`src/rtl/tru_pkg.sv`:
```
package tru_pkg;
   localparam logic [1:0] PRIV_U = 2'd0;
   localparam logic [1:0] PRIV_S = 2'd1;
   localparam logic [1:0] PRIV_M = 2'd3;

   localparam int unsigned CODE_W = 5;
   localparam logic [CODE_W-1:0] CAUSE_MISALIGN = 5'd0;
   localparam logic [CODE_W-1:0] CAUSE_ACCESS   = 5'd1;
   localparam logic [CODE_W-1:0] CAUSE_ILLEGAL  = 5'd2;
   localparam logic [CODE_W-1:0] CAUSE_VIRT     = 5'd22;

   typedef enum logic {
      RET_SUP  = 1'b0,
      RET_MACH = 1'b1
   } ret_kind_e;

   typedef struct packed {
      logic       sie;
      logic       spie;
      logic       spp;
      logic       mie;
      logic       mpie;
      logic [1:0] mpp;
      logic       mpv;
      logic       hspv;
   } tru_status_t;
endpackage

```
`src/rtl/tru_fault_order.sv`:
```
module tru_fault_order
   import tru_pkg::*;
#(
   parameter bit HYP_SUPPORT = 1'b1
) (
   input  logic                kind,
   input  logic [1:0]          cur_priv,
   input  logic                cur_virt,
   input  logic                tsr,
   input  logic                vtsr,
   input  logic [1:0]          pc_low,
   input  logic                has_c,
   input  logic                has_h,
   input  logic                pmp_on,
   input  logic                pmp_empty,
   input  logic [1:0]          old_mpp,
   output logic                fault,
   output logic [CODE_W-1:0]   cause
);
   logic hyp_on;
   logic misalign;

   generate
      if (HYP_SUPPORT) begin : g_hyp
         assign hyp_on = has_h;
      end else begin : g_nohyp
         assign hyp_on = 1'b0;
      end
   endgenerate

   assign misalign = !has_c && (pc_low != 2'b00);

   always_comb begin
      fault = 1'b0;
      cause = CAUSE_ILLEGAL;
      if (kind == RET_SUP) begin
         if (cur_priv < PRIV_S) begin
            fault = 1'b1;
            cause = CAUSE_ILLEGAL;
         end else if (misalign) begin
            fault = 1'b1;
            cause = CAUSE_MISALIGN;
         end else if (tsr && (cur_priv != PRIV_M)) begin
            fault = 1'b1;
            cause = CAUSE_ILLEGAL;
         end else if (hyp_on && cur_virt && vtsr) begin
            fault = 1'b1;
            cause = CAUSE_VIRT;
         end
      end else begin
         if (cur_priv != PRIV_M) begin
            fault = 1'b1;
            cause = CAUSE_ILLEGAL;
         end else if (misalign) begin
            fault = 1'b1;
            cause = CAUSE_MISALIGN;
         end else if (pmp_on && pmp_empty && (old_mpp != PRIV_M)) begin
            fault = 1'b1;
            cause = CAUSE_ACCESS;
         end
      end
   end
endmodule

```
`src/rtl/tru_state_next.sv`:
```
module tru_state_next
   import tru_pkg::*;
#(
   parameter bit HYP_SUPPORT = 1'b1
) (
   input  logic        kind,
   input  logic        cur_virt,
   input  logic        has_h,
   input  tru_status_t st_in,
   output tru_status_t st_out,
   output logic [1:0]  nxt_priv,
   output logic        nxt_virt,
   output logic        swap
);
   logic hyp_on;

   generate
      if (HYP_SUPPORT) begin : g_hyp
         assign hyp_on = has_h;
      end else begin : g_nohyp
         assign hyp_on = 1'b0;
      end
   endgenerate

   always_comb begin
      st_out   = st_in;
      nxt_virt = cur_virt;
      swap     = 1'b0;
      if (kind == RET_SUP) begin
         st_out.sie  = st_in.spie;
         st_out.spie = 1'b1;
         st_out.spp  = 1'b0;
         nxt_priv    = {1'b0, st_in.spp};
         if (hyp_on && !cur_virt) begin
            st_out.hspv = 1'b0;
            nxt_virt    = st_in.hspv;
            swap        = st_in.hspv;
         end
      end else begin
         st_out.mie  = st_in.mpie;
         st_out.mpie = 1'b1;
         st_out.mpp  = PRIV_U;
         st_out.mpv  = 1'b0;
         nxt_priv    = st_in.mpp;
         if (hyp_on) begin
            nxt_virt = st_in.mpv;
            swap     = st_in.mpv;
         end
      end
   end
endmodule

```
`src/rtl/trap_return_unit.sv`:
```
module trap_return_unit
   import tru_pkg::*;
#(
   parameter int unsigned XLEN        = 32,
   parameter int unsigned CAUSE_W     = 5,
   parameter bit          HYP_SUPPORT = 1'b1
) (
   input  logic               clk,
   input  logic               rst_n,
   input  logic               req_valid,
   input  logic               req_kind,
   input  logic [1:0]         cur_priv,
   input  logic               cur_virt,
   input  logic               st_sie,
   input  logic               st_spie,
   input  logic               st_spp,
   input  logic               st_mie,
   input  logic               st_mpie,
   input  logic [1:0]         st_mpp,
   input  logic               st_mpv,
   input  logic               st_tsr,
   input  logic               hs_spv,
   input  logic               hs_vtsr,
   input  logic [XLEN-1:0]    sepc,
   input  logic [XLEN-1:0]    mepc,
   input  logic               has_c,
   input  logic               has_h,
   input  logic               pmp_on,
   input  logic               pmp_empty,
   output logic               out_sie,
   output logic               out_spie,
   output logic               out_spp,
   output logic               out_mie,
   output logic               out_mpie,
   output logic [1:0]         out_mpp,
   output logic               out_mpv,
   output logic               out_hs_spv,
   output logic [1:0]         new_priv,
   output logic               new_virt,
   output logic [XLEN-1:0]    ret_pc,
   output logic               done,
   output logic               exc,
   output logic [CAUSE_W-1:0] exc_cause,
   output logic               bank_swap
);
   localparam int unsigned MIN_XLEN = 16;
   localparam int unsigned MAX_XLEN = 128;

   if (XLEN < MIN_XLEN || XLEN > MAX_XLEN) begin : g_bad_xlen
      $error("trap_return_unit: XLEN out of range");
   end
   if (CAUSE_W < CODE_W) begin : g_bad_cause
      $error("trap_return_unit: CAUSE_W too narrow for cause codes");
   end

   tru_status_t       st_in, st_nxt, st_q;
   logic [XLEN-1:0]   sel_pc, pc_q;
   logic              fault;
   logic [CODE_W-1:0] cause;
   logic [1:0]        nxt_priv, priv_q;
   logic              nxt_virt, virt_q, swap_nxt;
   logic              done_q, exc_q, swap_q;
   logic [CAUSE_W-1:0] cause_q;

   assign st_in  = '{sie: st_sie, spie: st_spie, spp: st_spp, mie: st_mie,
                     mpie: st_mpie, mpp: st_mpp, mpv: st_mpv, hspv: hs_spv};
   assign sel_pc = (req_kind == RET_MACH) ? mepc : sepc;

   tru_fault_order #(.HYP_SUPPORT(HYP_SUPPORT)) u_fault (
      .kind      (req_kind),
      .cur_priv  (cur_priv),
      .cur_virt  (cur_virt),
      .tsr       (st_tsr),
      .vtsr      (hs_vtsr),
      .pc_low    (sel_pc[1:0]),
      .has_c     (has_c),
      .has_h     (has_h),
      .pmp_on    (pmp_on),
      .pmp_empty (pmp_empty),
      .old_mpp   (st_mpp),
      .fault     (fault),
      .cause     (cause)
   );

   tru_state_next #(.HYP_SUPPORT(HYP_SUPPORT)) u_next (
      .kind     (req_kind),
      .cur_virt (cur_virt),
      .has_h    (has_h),
      .st_in    (st_in),
      .st_out   (st_nxt),
      .nxt_priv (nxt_priv),
      .nxt_virt (nxt_virt),
      .swap     (swap_nxt)
   );

   always_ff @(posedge clk) begin
      if (!rst_n) begin
         st_q    <= '0;
         priv_q  <= PRIV_M;
         virt_q  <= 1'b0;
         pc_q    <= '0;
         done_q  <= 1'b0;
         exc_q   <= 1'b0;
         swap_q  <= 1'b0;
         cause_q <= '0;
      end else if (req_valid) begin
         pc_q <= sel_pc;
         if (fault) begin
            st_q    <= st_in;
            priv_q  <= cur_priv;
            virt_q  <= cur_virt;
            done_q  <= 1'b0;
            exc_q   <= 1'b1;
            swap_q  <= 1'b0;
            cause_q <= CAUSE_W'(cause);
         end else begin
            st_q    <= st_nxt;
            priv_q  <= nxt_priv;
            virt_q  <= nxt_virt;
            done_q  <= 1'b1;
            exc_q   <= 1'b0;
            swap_q  <= swap_nxt;
         end
      end else begin
         done_q <= 1'b0;
         exc_q  <= 1'b0;
         swap_q <= 1'b0;
      end
   end

   assign out_sie    = st_q.sie;
   assign out_spie   = st_q.spie;
   assign out_spp    = st_q.spp;
   assign out_mie    = st_q.mie;
   assign out_mpie   = st_q.mpie;
   assign out_mpp    = st_q.mpp;
   assign out_mpv    = st_q.mpv;
   assign out_hs_spv = st_q.hspv;
   assign new_priv   = priv_q;
   assign new_virt   = virt_q;
   assign ret_pc     = pc_q;
   assign done       = done_q;
   assign exc        = exc_q;
   assign exc_cause  = cause_q;
   assign bank_swap  = swap_q;
endmodule

```
`config.mk`:
```
export PLATFORM = sky130hd
export DESIGN_NAME = trap_return_unit
export DESIGN_NICKNAME = d
export VERILOG_FILES = /design/src/rtl/tru_pkg.sv /design/src/rtl/tru_fault_order.sv /design/src/rtl/tru_state_next.sv /design/src/rtl/trap_return_unit.sv
export SDC_FILE = /design/constraint.sdc
export NUM_CORES = 1
export LEC_CHECK = 0
export BUFFER_PORTS_ARGS = -buffer_cell sky130_fd_sc_hd__buf_2
export CAP_MARGIN = 20
export CELL_PAD_IN_SITES_DETAIL_PLACEMENT = 1
export CELL_PAD_IN_SITES_GLOBAL_PLACEMENT = 1
export CORE_MARGIN = 5
export CORE_UTILIZATION = 33
export CTS_CLUSTER_DIAMETER = 60
export DETAILED_ROUTE_END_ITERATION = 10
export PLACE_DENSITY = 0.95
export SYNTH_ARGS = -nofsm -noshare
export SYNTH_HDL_FRONTEND = slang
export SYNTH_SLANG_ARGS = --single-unit
```
`constraint.sdc`:
```
create_clock -name clk -period 3.4 [get_ports clk]
set_clock_uncertainty 0.05 [all_clocks]
set_input_delay 1.02 -clock clk [delete_from_list [all_inputs] [get_ports clk]]
set_output_delay 1.02 -clock clk [all_outputs]
set_load 0.05 [all_outputs]
```
# Yosys cells after proc, flatten, opt, wreduce, memory -nomap -nowiden
# Cells that the tools add are included.
dict set report totals {
  register_bits 52
  input_bits 86
  out_inout_bits 52
  word_cells 66
}
dict set report op_classes {
  order_cmp 1
  n_eq_ne 2
  muxes 33
  bitwise 2
  reduce_logical 13
}
# op n
set op_table {}
lappend op_table {{2-to-1 mux 5 bit} 8}
lappend op_table {{2-to-1 mux 32 bit} 1}
lappend op_table {{2-to-1 mux 1 bit} 19}
lappend op_table {{2-to-1 mux 9 bit} 1}
lappend op_table {{logical AND 1 bit} 7}
lappend op_table {{2-to-1 mux 2 bit} 3}
lappend op_table {{!= test 2 bit, second input constant} 2}
lappend op_table {{AND reduction 2 bit} 2}
lappend op_table {{2-to-1 mux 3 bit} 1}
lappend op_table {{OR reduction 3 bit} 1}
lappend op_table {{logical NOT 1 bit} 2}
lappend op_table {{< comparator 2 x 1 -> 1 bit, second input constant} 1}
lappend op_table {{inverter 1 bit} 2}
lappend op_table {{nonzero test 2 bit} 1}

# Depth between registers and ports, before layout
# Gate-level depths: netlist of the first run.
dict set report logic_depth {
  ltp_word 8
  depth_mapped 5
  depth_no_buf 4
}

# Hierarchy
# From an unflattened synthesis of the first run, not the netlist that was laid out.
dict set report unflattened {
  hier_cells 263
  area_unflattened_um2 2501.1
}
# module n_inst cells_per_inst area_per_inst_um2
set modules_own_cells {}
lappend modules_own_cells {trap_return_unit 1 225 2250.9}
lappend modules_own_cells {tru_state_next 1 20 132.6}
lappend modules_own_cells {tru_fault_order 1 18 117.6}

# Worst setup path before layout of the first run
# Ideal clock, no wire load.
dict set report synth_timing {
  path_kind {in2reg}
  start {in req_kind}
  end {reg priv_q[0], in the netlist new_priv[0]}
  arrival_time_ps 1943
  t_required_ps 3230
  setup_slack_ps 1287
  path_stages 5
  path_cell_list {buf_6 > a211o_1 > buf_6 > a41o_1 > a211o_1}
}
dict set report synth_between {
  elab_chain_cells 7
}
# item line
set synth_lines {}
lappend synth_lines {{from (decl)} trap_return_unit.sv:11} ;# input logic req_kind,
lappend synth_lines {{2-to-1 mux 32 bit} trap_return_unit.sv:67} ;# assign sel_pc = (req_kind == RET_MACH) ? mepc : sepc;
lappend synth_lines {{nonzero test 2 bit} tru_fault_order.sv:31} ;# assign misalign = !has_c && (pc_low != 2'b00);
lappend synth_lines {{logical AND 1 bit} tru_fault_order.sv:31}
lappend synth_lines {{2-to-1 mux 1 bit (on tied branches)} {tru_fault_order.sv:40, tru_fault_order.sv:54}}
lappend synth_lines {{2-to-1 mux 1 bit (on tied branches)} {tru_fault_order.sv:37, tru_fault_order.sv:51}}
lappend synth_lines {{2-to-1 mux 1 bit} tru_fault_order.sv:36} ;# if (kind == RET_SUP) begin
lappend synth_lines {{2-to-1 mux 2 bit *} trap_return_unit.sv:108} ;# if (fault) begin
lappend synth_lines {{to (signal assigned)} trap_return_unit.sv:110} ;# priv_q <= cur_priv;
lappend synth_lines {{to (signal assigned)} trap_return_unit.sv:118} ;# priv_q <= nxt_priv;
lappend synth_lines {{to (decl)} trap_return_unit.sv:60} ;# logic [1:0] nxt_priv, priv_q;
# Every way passes the cells marked *; elsewhere a longest branch is shown, timed or not.
# A chain may end at the register's enable or synchronous reset.

# Worst setup path after layout of the first run
dict set report layout_timing {
  start {in req_kind}
  end {reg cause_q[0], in the netlist exc_cause[0]}
}
dict set report layout_between {
  elab_chain_cells 7
}
# item line
set layout_lines {}
lappend layout_lines {{2-to-1 mux 32 bit} trap_return_unit.sv:67}
lappend layout_lines {{nonzero test 2 bit} tru_fault_order.sv:31}
lappend layout_lines {{logical AND 1 bit} tru_fault_order.sv:31}
lappend layout_lines {{2-to-1 mux 1 bit (on tied branches)} {tru_fault_order.sv:40, tru_fault_order.sv:54}}
lappend layout_lines {{2-to-1 mux 1 bit (on tied branches)} {tru_fault_order.sv:37, tru_fault_order.sv:51}}
lappend layout_lines {{2-to-1 mux 1 bit} tru_fault_order.sv:36}
lappend layout_lines {{AND reduction 2 bit (no line)} n/a}
lappend layout_lines {{to (signal assigned)} trap_return_unit.sv:115} ;# cause_q <= CAUSE_W'(cause);
lappend layout_lines {{to (decl)} trap_return_unit.sv:63} ;# logic [CAUSE_W-1:0] cause_q;
# Several ways; a longest one is shown, not always the timed one.

==> results.py, run 1 <==
metrics = {
    "logic_synthesis": {
        "synth_top_area_share": 0.424,
        "synthAdderAreaFrac": 0,
        "synth_edf_count": 0,
        "yosys.area_share.simple": 0.128,
        "synth_nets": 341,
        "synth.distinct_cells": 41,
        "yosysTopAreaCell": "dfxtp_1",
        "synth_compound_area_frac": 0.240,
        "ys_async_sr_fraction": 0,
        "syn_area_um2": 2360,
        "synth_top_family_by_area": "compound AO/OA/AOI/OAI gates",
        "avgSynthCellArea_um2": 9.25,
        "ys_seq_area_frac": 0.424,
        "yosysWarnings": 0,
        "synthMuxAreaShare": 0.149,
        "synth_xor_area_frac": 0,
        "synth-seq-cells": 50,
        "ys_top_cells_by_area": "dfxtp_1 42%, mux2i_1 15%, a211oi_1 10%",
        "ys.flop_type": "dfxtp_1",
        "syn_inst": 255,
    },
    "power": {
        "p_sw_frac": 0.346,
        "cellPowerDensity_nw_per_um2": 441,
        "p_leak_nw": 1.55,
        "intPower_uw": 912,
        "clkPwrFrac": 0.256,
        "p_sw_uw": 482,
        "power_frac_seq": 0.463,
        "peakVddDrop_uv": 158,
        "power_mw": 1.39,
        "comb_power_share": 0.280,
    },
    "timing": {
        "finalHoldViolCount": 0,
        "finalSetupViolCount": 0,
        "fin_tns_setup_ns": 0,
        "rsz0062_at_grt": "no",
        "fin_crit_ns": 2.48,
        "period_share": 0.729,
        "maxSlewHeadroom": 0.469,
        "drv_slew": 0,
        "fin_ws_ns": 0.920,
        "timing.hold.ws_ns": 0.427,
        "worst_pin_slew_ns": 0.797,
        "max_freq_mhz": 403,
    },
    "die": {
        "coreArea_um2": 6870,
        "dieArea_um2": 8940,
        "die_w_um": 94.5,
        "die_y_um": 94.5,
        "start_util": 0.343,
        "ios": 138,
        "num_rows": 30,
    },
    "global_routing": {
        "grt_pass1_wl_um": 12200,
        "met1_usage": 0.198,
        "met2_usage": 0.322,
        "grt_max_degree": 49,
        "gr-max-usage-layer": "met2",
        "antenna_found_initial": 0,
        "grtUsageTotal": 0.170,
        "grt_overflow": 0,
        "use_met3": 0.0406,
        "grt_pass1_vias": 2533,
    },
    "cells_and_area": {
        "layout_common_cells": "136 x buf_2, 50 x dfxtp_1, 37 x nor2_1",
        "drive_gt1_frac": 0.409,
        "final_common_cell": "buf_2",
        "antenna_cells": 0,
        "fin_nets": 466,
        "area_growth_pct": 34.0,
        "final_util": 0.460,
    },
    "clocking": {
        "clkTransAtPathRegs_ns": 0.09,
        "post-cts-setup-buffer-count": 0,
        "clockBufferDepth": 2,
        "cts_resized": 0,
        "clk_latency_ns": 0.29,
        "numCtsBuffers": 5,
        "tritoncts": "yes",
        "clockRootBuffer": "clkbuf_8",
        "h-tree-depth": 2,
        "cts_hold_repair.buffers": 0,
        "cts_sinks": 50,
    },
    "drt": {
        "antenna_left": 0,
        "via_per_inst": 5.09,
        "drt-pass1-iter-count": 4,
        "drt_iter0_markers": 48,
        "vias": 2430,
        "drcViolationCount": 0,
        "routed_wl_um": 7850,
        "wire_per_inst_um": 16.5,
    },
    "worst_setup_path": {
        "required_ns": 3.58,
        "startpoint": "req_kind",
        "rr_startpoint": "new_priv[0]",
        "crit_path_end": "exc_cause[0]",
        "reg2reg_setup_slack_ns": 2.33,
        "cp-start-kind": "primary input",
        "r2r_end": "new_priv[0]",
        "arrival_ns": 2.66,
        "r2r_cells": 4,
        "path_class": "in2reg",
        "endpoint_kind": "flip-flop",
        "cp_max_fo": 22,
    },
    "hold_path": {
        "hold_start": "exc_cause[1]",
        "hp-class": "reg2reg",
    },
    "flow_run": {
        "cap_violations": 0,
    },
    "place": {
        "pre_cts_slack_ns": 0.599,
        "routabilityCongestion": 0.877,
        "io_buffers": 136,
        "dp_hpwl_um": 6170,
    },
    "status": {
        "status": "finished clean",
    },
}
-- registers in the layout, indices dropped and copies added, names as in the netlist --
signal      cells
ret_pc         32
exc_cause       3
new_priv        2
out_mpp         2
bank_swap       1
done            1
exc             1
new_virt        1
out_hs_spv      1
out_mie         1
out_mpie        1
out_mpv         1
out_sie         1
out_spie        1
out_spp         1
-- cells in the mapped netlist, types with 2 or more instances --
cell      number
a211o_1        2
a211oi_1      32
a21oi_1       11
a31o_2         2
a31oi_1        2
a41o_1         2
buf_1          3
buf_2          3
buf_4          5
buf_6          2
clkbuf_1       9
dfxtp_1       50
inv_1          4
mux2i_1       35
nand2_1       11
nand2b_1       5
nand3_1        7
nor2_1        37
o211ai_1       4
o21ai_0        7
o221ai_1       2
-- critical path, cell delays in order --
cell and delay, ns:
buf_2 0.47, nand3_1 0.29, a31o_2 0.34, o221ai_2 0.30, mux2i_1 0.22
-- power groups by stage --
stage | logic (mW) | registers [mW] | clock network (mW)
6_report | 0.391 | 0.646 | 0.357
5_1_grt | 0.417 | 0.652 | 0.402
4_1_cts | 0.395 | 0.647 | 0.370
3_5_place_dp | 0.394 | 0.659 | 0
3_3_place_gp | 0.383 | 0.658 | 0
2_1_floorplan | 0.130 | 0.798 | 0
-- logic make-up after synthesis --
group,Yosys count
compound gates,75
buf+inv,26
flops,50
mux,35
other cells,1
simple gates,68
-- per-layer routing --
metal  routed length [um]  share of wire
met1                 3190           0.41
met4                   46         0.0059
met2                 4060           0.52
met5                    0              0
met3                  556          0.071
-- area by class of cell --
type                       instances  area [um^2]
tap                               96          120
clock inverter                     1         5.00
fill                             864         3710
clock buffer                       7         86.3
sequential                        50         1000
timing repair buffer             140          711
inverter                           4         15.0
multi-input combinational        179         1220
-- stage by stage --
stage,cell area [um^2],std cells
5_1_grt,3160,477
3_5_place_dp,3070,469
3_3_place_gp,3070,469
4_1_cts,3160,477
6_report,3160,477
2_1_floorplan,2360,255
-- how the worst min path moves through the flow --
stage | cells past startpoint | slack (ns) | to
after global routing | 2 | 0.46 | out_mpp[1]
after floorplan | 2 | 0.63 | exc_cause[0]
final | 2 | 0.43 | exc_cause[1]
after global placement | 2 | 0.41 | exc_cause[0]
after detailed placement | 2 | 0.41 | exc_cause[1]
after CTS | 2 | 0.43 | exc_cause[1]
Note: power is estimated with default switching activity, not from simulation.
==> run 2: changes to the inputs <==
--- a/config.mk
+++ b/config.mk
@@ -10,10 +10,10 @@
 export CELL_PAD_IN_SITES_DETAIL_PLACEMENT = 1
 export CELL_PAD_IN_SITES_GLOBAL_PLACEMENT = 1
 export CORE_MARGIN = 5
-export CORE_UTILIZATION = 33
+export CORE_UTILIZATION = 28
 export CTS_CLUSTER_DIAMETER = 60
 export DETAILED_ROUTE_END_ITERATION = 10
-export PLACE_DENSITY = 0.95
+export PLACE_DENSITY = 0.89
 export SYNTH_ARGS = -nofsm -noshare
 export SYNTH_HDL_FRONTEND = slang
 export SYNTH_SLANG_ARGS = --single-unit
==> constraint.sdc (replaced) <==
create_clock -name clk -period 2.17 [get_ports clk]
set_clock_uncertainty 0.05 [all_clocks]
set_input_delay 0.651 -clock clk [delete_from_list [all_inputs] [get_ports clk]]
set_output_delay 0.651 -clock clk [all_outputs]
set_load 0.05 [all_outputs]
==> results.py, run 2 (synthesis gave the netlist of run 1 again) <==
metrics = {
    "status": {
        "status": "finished clean",
    },
    "global_routing": {
        "grt_max_degree": 51,
        "grtUsageTotal": 0.149,
        "grt_pass1_wl_um": 12500,
        "antenna_found_initial": 0,
        "grt_pass1_vias": 2588,
        "grt_overflow": 0,
    },
    "drt": {
        "wire_per_inst_um": 16.0,
        "via_per_inst": 4.91,
        "vias": 2393,
        "drt_iter0_markers": 30,
        "drcViolationCount": 0,
        "drt-pass1-iter-count": 4,
        "routed_wl_um": 7810,
        "antenna_left": 0,
    },
    "timing": {
        "maxSlewHeadroom": 0.661,
        "finalSetupViolCount": 0,
        "rsz0062_at_grt": "no",
        "finalHoldViolCount": 0,
        "worst_pin_slew_ns": 0.508,
        "fin_crit_ns": 1.75,
        "period_share": 0.806,
        "max_freq_mhz": 572,
        "fin_ws_ns": 0.422,
        "fin_tns_setup_ns": 0,
        "drv_slew": 0,
    },
    "worst_setup_path": {
        "path_class": "in2reg",
        "required_ns": 2.35,
        "endpoint_kind": "flip-flop",
        "cp-start-kind": "primary input",
        "path_buf_inv": 1,
        "crit_family": "compound AO/OA/AOI/OAI gates",
        "cp_slowest_cell": "a31o_2",
        "cp_max_fo": 10,
        "crit_chain": "buf_2 > nand3_1 > a31o_2 > o221ai_2 > mux2i_1",
        "slowest_delay_ns": 0.31,
        "arrival_ns": 1.93,
    },
    "power": {
        "p_leak_nw": 1.56,
        "cellPowerDensity_nw_per_um2": 685,
        "peakVddDrop_uv": 271,
        "power_mw": 2.19,
    },
    "clocking": {
        "clk_latency_ns": 0.29,
        "cts_hold_repair.buffers": 0,
        "clockBufferDepth": 2,
        "clockRootBuffer": "clkbuf_8",
        "cts_resized": 0,
        "post-cts-setup-buffer-count": 0,
        "clkTransAtPathRegs_ns": 0.09,
        "tritoncts": "yes",
        "cts_sinks": 50,
        "numCtsBuffers": 5,
        "h-tree-depth": 2,
    },
    "place": {
        "io_buffers": 136,
        "dp_hpwl_um": 6110,
        "routabilityCongestion": 0.867,
        "pre_cts_slack_ns": 0.111,
        "postPlaceCellArea_um2": 3100,
    },
    "cells_and_area": {
        "fin_nets": 467,
        "area_growth_pct": 35.3,
        "drive_gt1_frac": 0.411,
        "antenna_cells": 0,
        "stdcell_area_um2": 3190,
        "layout_common_cells": "136 x buf_2, 50 x dfxtp_1, 37 x nor2_1",
        "final_common_cell": "buf_2",
        "fill_cells": 1035,
        "largest_reg_flops": 32,
        "final_util": 0.388,
    },
    "die": {
        "die_y_um": 102,
        "dieArea_um2": 10400,
        "coreArea_um2": 8220,
        "ios": 138,
        "die_w_um": 102,
        "num_rows": 33,
        "start_util": 0.287,
    },
    "hold_path": {
        "hp-class": "reg2reg",
    },
    "flow_run": {
        "cap_violations": 0,
    },
}
## run 2: changes by cell type in the layout (fill, tap and decap cells not counted), sizes merged
cell and change:
buf +1
## run 2: power breakdown
part	internal, mW	switching [mW]
clock	0.258	0.302
combinational	0.194	0.422
sequential	0.981	0.0312
total	1.43	0.755
## run 2: metal layers
metal  global-route usage  wire length [um]  vias up
met2                0.277              4030       83
met1                0.170              3170     1130
met4               0.0429                59        0
met3               0.0303               553        4
met5                    0                 0        -
li1                     -                 -     1176
## run 2: path summary, 6_finish.rpt
path	startpoint	end	slack [ns]	depth (start not counted)
setup / recovery	req_kind	exc_cause[0]	0.42	5
setup reg to reg	new_priv[0]	new_priv[0]	1.13	4
hold reg to reg	exc_cause[1]	exc_cause[1]	0.43	2
hold / removal	exc_cause[1]	exc_cause[1]	0.43	2
## run 2: final cells by class
| type | instances | area (um^2) | share of cell area |
|---|---|---|---|
| well taps | 105 | 131 | 0.0412 |
| multi-input cells | 179 | 1220 | 0.383 |
| flip-flops and latches | 50 | 1000 | 0.314 |
| inverters | 4 | 15.0 | 0.00470 |
| clock buffers | 7 | 86.3 | 0.0270 |
| clock inverters | 1 | 5.00 | 0.00157 |
| repair buffers | 141 | 731 | 0.229 |
## run 2: tightest hold or removal path: cells and delay by family, from the launching register on
kind | cells | cell delay [ns]
multiplexers | 1 | 0.06
AND/OR/NAND/NOR | 1 | 0.06
flip-flops | 1 | 0.32
## run 2: metrics by stage
step           hold WS [ns]  instances
2_1_floorplan         0.626        255
3_3_place_gp          0.403        479
3_5_place_dp          0.415        479
4_1_cts               0.431        487
5_1_grt               0.457        487
6_report              0.427        487
